**config.mk**
```make
export PLATFORM = sky130hd
export DESIGN_NAME = dphy_data_lane_sot
export DESIGN_NICKNAME = d
export VERILOG_FILES = /design/src/rtl/lane_seq_pkg.sv /design/src/rtl/lane_seq_dpath.sv /design/src/rtl/lane_seq_ctrl.sv /design/src/rtl/dphy_data_lane_sot.sv
export SDC_FILE = /design/constraint.sdc
export NUM_CORES = 1
export LEC_CHECK = 0
export BUFFER_PORTS_ARGS = -buffer_cell sky130_fd_sc_hd__buf_2
export CAP_MARGIN = 10
export CORE_MARGIN = 2
export CORE_UTILIZATION = 48
export CTS_BUF_LIST = sky130_fd_sc_hd__clkbuf_16
export DETAILED_ROUTE_END_ITERATION = 16
export GPL_ROUTABILITY_DRIVEN = 0
export PLACE_DENSITY = 0.87
export SKIP_LAST_GASP = 1
export SLEW_MARGIN = 20
export SYNTH_ARGS = -nofsm -noshare
export SYNTH_HDL_FRONTEND = slang
export SYNTH_SLANG_ARGS = --single-unit
```
**constraint.sdc**
```tcl
create_clock -name clk -period 3.5 [get_ports clk]
set_clock_uncertainty 0.1 [all_clocks]
set_input_delay 0.35 -clock clk [delete_from_list [all_inputs] [get_ports clk]]
set_output_delay 0.35 -clock clk [all_outputs]
set_load 0.02 [all_outputs]
```
**src/rtl/lane_seq_pkg.sv**
```systemverilog
package lane_seq_pkg;
  localparam int CFG_W   = 32;
  localparam int FLD_W   = 8;
  localparam int BYTE_W  = 8;
  localparam int N_WORDS = 3;
  localparam logic [BYTE_W-1:0] SYNC_BYTE = 8'hB8;

  typedef enum logic [2:0] {
    ST_IDLE, ST_LPX, ST_PREP, ST_ZERO, ST_SYNC, ST_DATA, ST_TRAIL, ST_EXIT
  } seq_state_e;

  typedef struct packed {
    logic [FLD_W-1:0] lpx;
    logic [FLD_W-1:0] prep;
    logic [FLD_W-1:0] zero;
    logic [FLD_W-1:0] trail;
    logic [FLD_W-1:0] exitGuard;
  } lane_timing_t;

  typedef struct packed {
    logic takeCfg;
    logic loadZero;
    logic loadSync;
    logic loadByte;
    logic loadTrail;
  } dp_strobe_t;

  // preload value for a down-counter; a zero field still lasts one cycle
  function automatic logic [FLD_W-1:0] holdCount(input logic [FLD_W-1:0] f);
    return (f == '0) ? '0 : f - 1'b1;
  endfunction
endpackage

```
**src/rtl/lane_seq_dpath.sv**
```systemverilog
module lane_seq_dpath
  import lane_seq_pkg::*;
(
  input  logic                 clk,
  input  logic                 rstN,
  input  dp_strobe_t           stb,
  input  logic [CFG_W-1:0]     cfgWord0,
  input  logic [CFG_W-1:0]     cfgWord1,
  input  logic [CFG_W-1:0]     cfgWord2,
  input  logic [BYTE_W-1:0]    txData,
  output lane_timing_t         tim,
  output logic [BYTE_W-1:0]    hsData,
  output logic [CFG_W-1:0]     clkTiming
);
  logic [CFG_W-1:0] cfgIn   [N_WORDS];
  logic [CFG_W-1:0] cfgHeld [N_WORDS];
  logic [CFG_W-1:0] cfgUse  [N_WORDS];
  logic [BYTE_W-1:0] hsByte;
  logic unusedCfgBits;

  assign cfgIn[0] = cfgWord0;
  assign cfgIn[1] = cfgWord1;
  assign cfgIn[2] = cfgWord2;

  // capture registers; on the start cycle the live word is used directly
  for (genvar g = 0; g < N_WORDS; g++) begin : g_cfg
    always_ff @(posedge clk or negedge rstN) begin
      if (!rstN)            cfgHeld[g] <= '0;
      else if (stb.takeCfg) cfgHeld[g] <= cfgIn[g];
    end
    assign cfgUse[g] = stb.takeCfg ? cfgIn[g] : cfgHeld[g];
  end

  assign tim.lpx       = cfgUse[0][2*FLD_W-1:FLD_W];
  assign tim.exitGuard = cfgUse[0][FLD_W-1:0];
  assign tim.trail     = cfgUse[2][3*FLD_W-1:2*FLD_W];
  assign tim.zero      = cfgUse[2][2*FLD_W-1:FLD_W];
  assign tim.prep      = cfgUse[2][FLD_W-1:0];
  assign clkTiming     = cfgHeld[1];
  assign unusedCfgBits = ^{cfgUse[0][CFG_W-1:2*FLD_W], cfgUse[2][CFG_W-1:3*FLD_W], cfgUse[1]};

  // high-speed byte register; trail repeats the complement of the final wire bit
  always_ff @(posedge clk or negedge rstN) begin
    if (!rstN)              hsByte <= '0;
    else if (stb.loadZero)  hsByte <= '0;
    else if (stb.loadSync)  hsByte <= SYNC_BYTE;
    else if (stb.loadByte)  hsByte <= txData;
    else if (stb.loadTrail) hsByte <= {BYTE_W{~hsByte[BYTE_W-1]}};
  end

  assign hsData = hsByte;
endmodule

```
**src/rtl/lane_seq_ctrl.sv**
```systemverilog
module lane_seq_ctrl
  import lane_seq_pkg::*;
(
  input  logic          clk,
  input  logic          rstN,
  input  logic          txReq,
  input  logic          txValid,
  input  lane_timing_t  tim,
  output dp_strobe_t    stb,
  output logic          txReady,
  output logic          lpDp,
  output logic          lpDn,
  output logic          hsEn
);
  seq_state_e st, stNxt;
  logic [FLD_W-1:0] cnt, cntNxt;
  logic cntDone;

  assign cntDone = (cnt == '0);

  always_comb begin
    stNxt  = st;
    cntNxt = cntDone ? cnt : cnt - 1'b1;
    stb    = '0;
    unique case (st)
      ST_IDLE: if (txReq) begin
        stb.takeCfg = 1'b1;
        stNxt       = ST_LPX;
        cntNxt      = holdCount(tim.lpx);
      end
      ST_LPX: if (cntDone) begin
        stNxt  = ST_PREP;
        cntNxt = holdCount(tim.prep);
      end
      ST_PREP: if (cntDone) begin
        stb.loadZero = 1'b1;
        stNxt        = ST_ZERO;
        cntNxt       = holdCount(tim.zero);
      end
      ST_ZERO: if (cntDone) begin
        stb.loadSync = 1'b1;
        stNxt        = ST_SYNC;
      end
      ST_SYNC, ST_DATA: begin
        if (txValid) begin
          stb.loadByte = 1'b1;
          stNxt        = ST_DATA;
        end else begin
          stb.loadTrail = 1'b1;
          stNxt         = ST_TRAIL;
          cntNxt        = holdCount(tim.trail);
        end
      end
      ST_TRAIL: if (cntDone) begin
        stNxt  = ST_EXIT;
        cntNxt = holdCount(tim.exitGuard);
      end
      ST_EXIT: if (cntDone) stNxt = ST_IDLE;
      default: stNxt = ST_IDLE;
    endcase
  end

  always_ff @(posedge clk or negedge rstN) begin
    if (!rstN) begin
      st  <= ST_IDLE;
      cnt <= '0;
    end else begin
      st  <= stNxt;
      cnt <= cntNxt;
    end
  end

  assign lpDp    = (st == ST_IDLE) || (st == ST_EXIT);
  assign lpDn    = (st == ST_IDLE) || (st == ST_EXIT) || (st == ST_LPX);
  assign hsEn    = (st == ST_ZERO) || (st == ST_SYNC) || (st == ST_DATA) || (st == ST_TRAIL);
  assign txReady = (st == ST_SYNC) || (st == ST_DATA);
endmodule

```
**src/rtl/dphy_data_lane_sot.sv**
```systemverilog
module dphy_data_lane_sot
  import lane_seq_pkg::*;
(
  input  logic              clk,
  input  logic              rstN,
  input  logic [CFG_W-1:0]  cfgWord0,
  input  logic [CFG_W-1:0]  cfgWord1,
  input  logic [CFG_W-1:0]  cfgWord2,
  input  logic              txReq,
  input  logic              txValid,
  input  logic [BYTE_W-1:0] txData,
  output logic              txReady,
  output logic              lpDp,
  output logic              lpDn,
  output logic              hsEn,
  output logic [BYTE_W-1:0] hsData,
  output logic [CFG_W-1:0]  clkTiming
);
  dp_strobe_t   stb;
  lane_timing_t tim;

  lane_seq_ctrl i_ctrl (
    .clk(clk), .rstN(rstN), .txReq(txReq), .txValid(txValid), .tim(tim),
    .stb(stb), .txReady(txReady), .lpDp(lpDp), .lpDn(lpDn), .hsEn(hsEn)
  );

  lane_seq_dpath i_dpath (
    .clk(clk), .rstN(rstN), .stb(stb), .cfgWord0(cfgWord0), .cfgWord1(cfgWord1),
    .cfgWord2(cfgWord2), .txData(txData), .tim(tim), .hsData(hsData),
    .clkTiming(clkTiming)
  );
endmodule

```
==> summary.md <==
| Metric | Value |
|---|---|
| Post-CTS sizing | 0 |
| Slowest stage delay, CP | 0.67 ns |
| Ports | 152 |
| Syn-to-layout area delta | 16.2% |
| Placeable core area | 11400 µm² |
| Fin nets | 888 |
| Least-Margin Pin Slew | 0.952 ns |
| Critical path startpoint category | flip-flop |
| Synth Cell Area | 5600 µm² |
| Period utilization | 0.955 |
| Slowest cell on the critical path | or4b_4 |
| Routed WL | 14.0 mm |
| Largest cells by area after synthesis | dfrtp_1 (41%), nand2_1 (14%), buf_4 (4.3%), o21ai_0 (2.7%), a21oi_1 (2.5%) |
| YS warnings | 0 |
| Share of layout cells above drive strength 1 | 0.236 |
| Simple-gate share of the synthesized area | 0.278 |
| CTS tree | done |
| Port bufs | 127 |
| Depth of the CTS H-tree | 3 |
| Largest net degree at the start of global routing | 73 |
| Chip height | 112 µm |
| Layout fillers | 1055 |
| RSZ-0062 raised after global routing | false |
| Cells after synthesis | 685 |
| Area share of the leading cell type in the synthesized netlist | 0.407 |
| Design Area, Final | 6500 µm² |
| Mux cell area share after synthesis | 0.0358 |
| Largest family of logic cells by synthesized area | simple AND/OR/NAND/NOR gates |
| Initial antenna violation count | 0 |
| Worst slew margin | 0.365 |
| Post-Synth Adder-Cell Area | 0.0134 |
| Clock Path Buffers | 2 |
| Yosys reg bits | 91 |
| DRT iter0 DRCs | 393 |
| Crit Path Class | reg2reg |
| Reg area | 2280 µm² |
| Number of global-route vias before repair | 4838 |
| Ys async rst share | 1.00 |
| Die width | 112 µm |
| Area leader, netlist | dfrtp_1 |
| Post-Syn Nets | 799 |
| First-pass GRT wire length | 23.2 mm |
| Crit path DAT | 3.50 ns |
| Tmin final | 3.34 ns |
| Gr ovfl total | 0 |
| Clock Latency Late Sink | 0.35 ns |
| Die Area | 12500 µm² |
| DR WL/cell | 15.2 µm |
| Final setup viols | 0 |
| Post-DP HPWL | 10.0 mm |
| Antenna Cells | 0 |
| Crit end category | flip-flop |
| Post-CTS setup buffers | 0 |
| Crit path cell chain | or4b_4 > mux2i_2 > ha_2 > or4b_4 > nor2_2 > xnor2_1 > a2111oi_0 > o41ai_1 > a22oi_1 |
| DRT Pass-1 Iters | 5 |
| Worst Path Buf+Inv | 0 |
| Overall Global Routing Usage | 0.227 |
| Post-synthesis area per instance | 8.17 µm² |
| Peak supply drop | 0.368 mV |
| Row count | 39 |
| Main synth FF type | dfrtp_1 |
| Placed inst area | 6200 µm² |
| Clock transition at path regs | 0.07 ns |
| Leakage | 3.14 nW |
| Worst Hold Class | in2async |
| Worst-path maximum fanout | 12 |
| Max-Cap Viols | 0 |
| Leading cell types by count after synthesis | nand2_1 (203), dfrtp_1 (91), nor2_1 (33), buf_4 (32), o21ai_0 (30) |
| Slew Viols, Final | 0 |
| Multi-input logic area | 2910 µm² |
| Final core utilization | 0.569 |
| Via density | 5.65 |
| Max Freq | 299 MHz |
| Crit-path most repeated cell | or4b_4 |
| Sequential share of the synthesized area | 0.407 |
| Compound-cell area share of the yosys netlist | 0.147 |
| CTS root buffer | clkbuf_16 |
| XOR/XNOR Fraction of Synth Area | 0.0376 |
| Status | completed |
| CP top delay family | simple AND/OR/NAND/NOR gates |
| Most frequent cell after synthesis | nand2_1 |
| Post-route ant nets | 0 |
| Clk sinks | 91 |
| Post-synth EDFFs | 0 |
| Final Hold Vio Count | 0 |
| CTS Buf Count | 9 |
| Vias | 5209 |
| Synth cell types | 64 |
| PwrDens | 498 nW/µm² |
| # DRC | 0 |
| Worst Hold Slack | 0.0428 ns |
| Data required, critical path | 3.66 ns |
| Hold-fix buffer count after cts | 0 |
| Initial core utilization | 0.490 |
## cells in the final DEF, fill, tap and decap left out, drive strengths merged, types with 8 or more instances in the layout
cell type / n
mux2: 10
buf: 141
xor2: 8
clkbuf: 9
o21ai: 32
or3: 11
nor3: 26
inv: 21
nand3: 10
nand2: 203
and2: 9
mux2i: 8
dfrtp: 91
a21oi: 28
nor2: 33
nor4: 13
xnor2: 16
## cell type report
class	instances	share of cell area
clock inverters	7	0.0117
flip-flops and latches	91	0.350
repair buffers	141	0.116
clock buffers	9	0.0346
multi-input cells	511	0.448
well taps	143	0.0275
inverters	20	0.0115
## metal layers
metal,GRT usage,share of wire,routed length (µm)
met4,0.100,0.029,403
met5,0,0,0
met2,0.349,0.45,6370
met1,0.308,0.44,6200
met3,0.0544,0.076,1060
## sequential cells by signal (all words and copies together) (netlist names)
name,flops
i_ctrl.cnt,8
i_ctrl.st,3
i_dpath.cfgHeld,40
i_dpath.clkTiming,32
i_dpath.hsData,8
## power breakdown
group          leakage (nW)  internal (mW)  switching (mW)
Sequential             1.09           1.22           0.142
Clock                 0.144          0.558           0.440
Combinational          1.90          0.376           0.503
## metrics by stage
| stage | setup WS, ns | instances | TNS (ns) | power, mW |
|---|---|---|---|---|
| final | 0.157 | 922 | 0 | 3.24 |
| after detailed placement | 0.184 | 906 | 0 | 2.24 |
| after CTS | 0.188 | 922 | 0 | 3.24 |
| after global placement | 0.218 | 906 | 0 | 2.21 |
| after floorplan | -0.0282 | 685 | -0.0282 | 2.04 |
| after global routing | 0.0763 | 922 | 0 | 3.42 |
## final timing paths
kind / start / endpoint / slack, ns / cells past startpoint
setup / recovery: i_ctrl.st[0] / i_ctrl.cnt[6] / 0.16 / 9
hold / removal: rstN / i_dpath.cfgHeld[67] / 0.04 / 1
setup reg to reg: i_ctrl.st[0] / i_ctrl.cnt[6] / 0.16 / 9
hold reg to reg: i_dpath.clkTiming[20] / i_dpath.clkTiming[20] / 0.37 / 2
max in group asynchronous: rstN / i_dpath.clkTiming[7] / 2.53 / 2
min in group clk: cfgWord1[4] / i_dpath.clkTiming[4] / 0.09 / 3
## worst reg2reg max path, delay by kind of cell, from the launching register on
kind	cells	cell delay [ns]
fa+ha+maj	1	0.30
xor+xnor	1	0.08
flops	1	0.39
compound gates	3	0.76
simple gates	3	1.30
mux	1	0.32
## cell families after synthesis
| family | Yosys count |
|---|---|
| xor+xnor | 24 |
| buf+inv | 83 |
| simple gates | 342 |
| fa+ha+maj | 6 |
| compound gates | 121 |
| mux | 18 |
| flops | 91 |
Note: power is estimated with default switching activity, not from simulation.
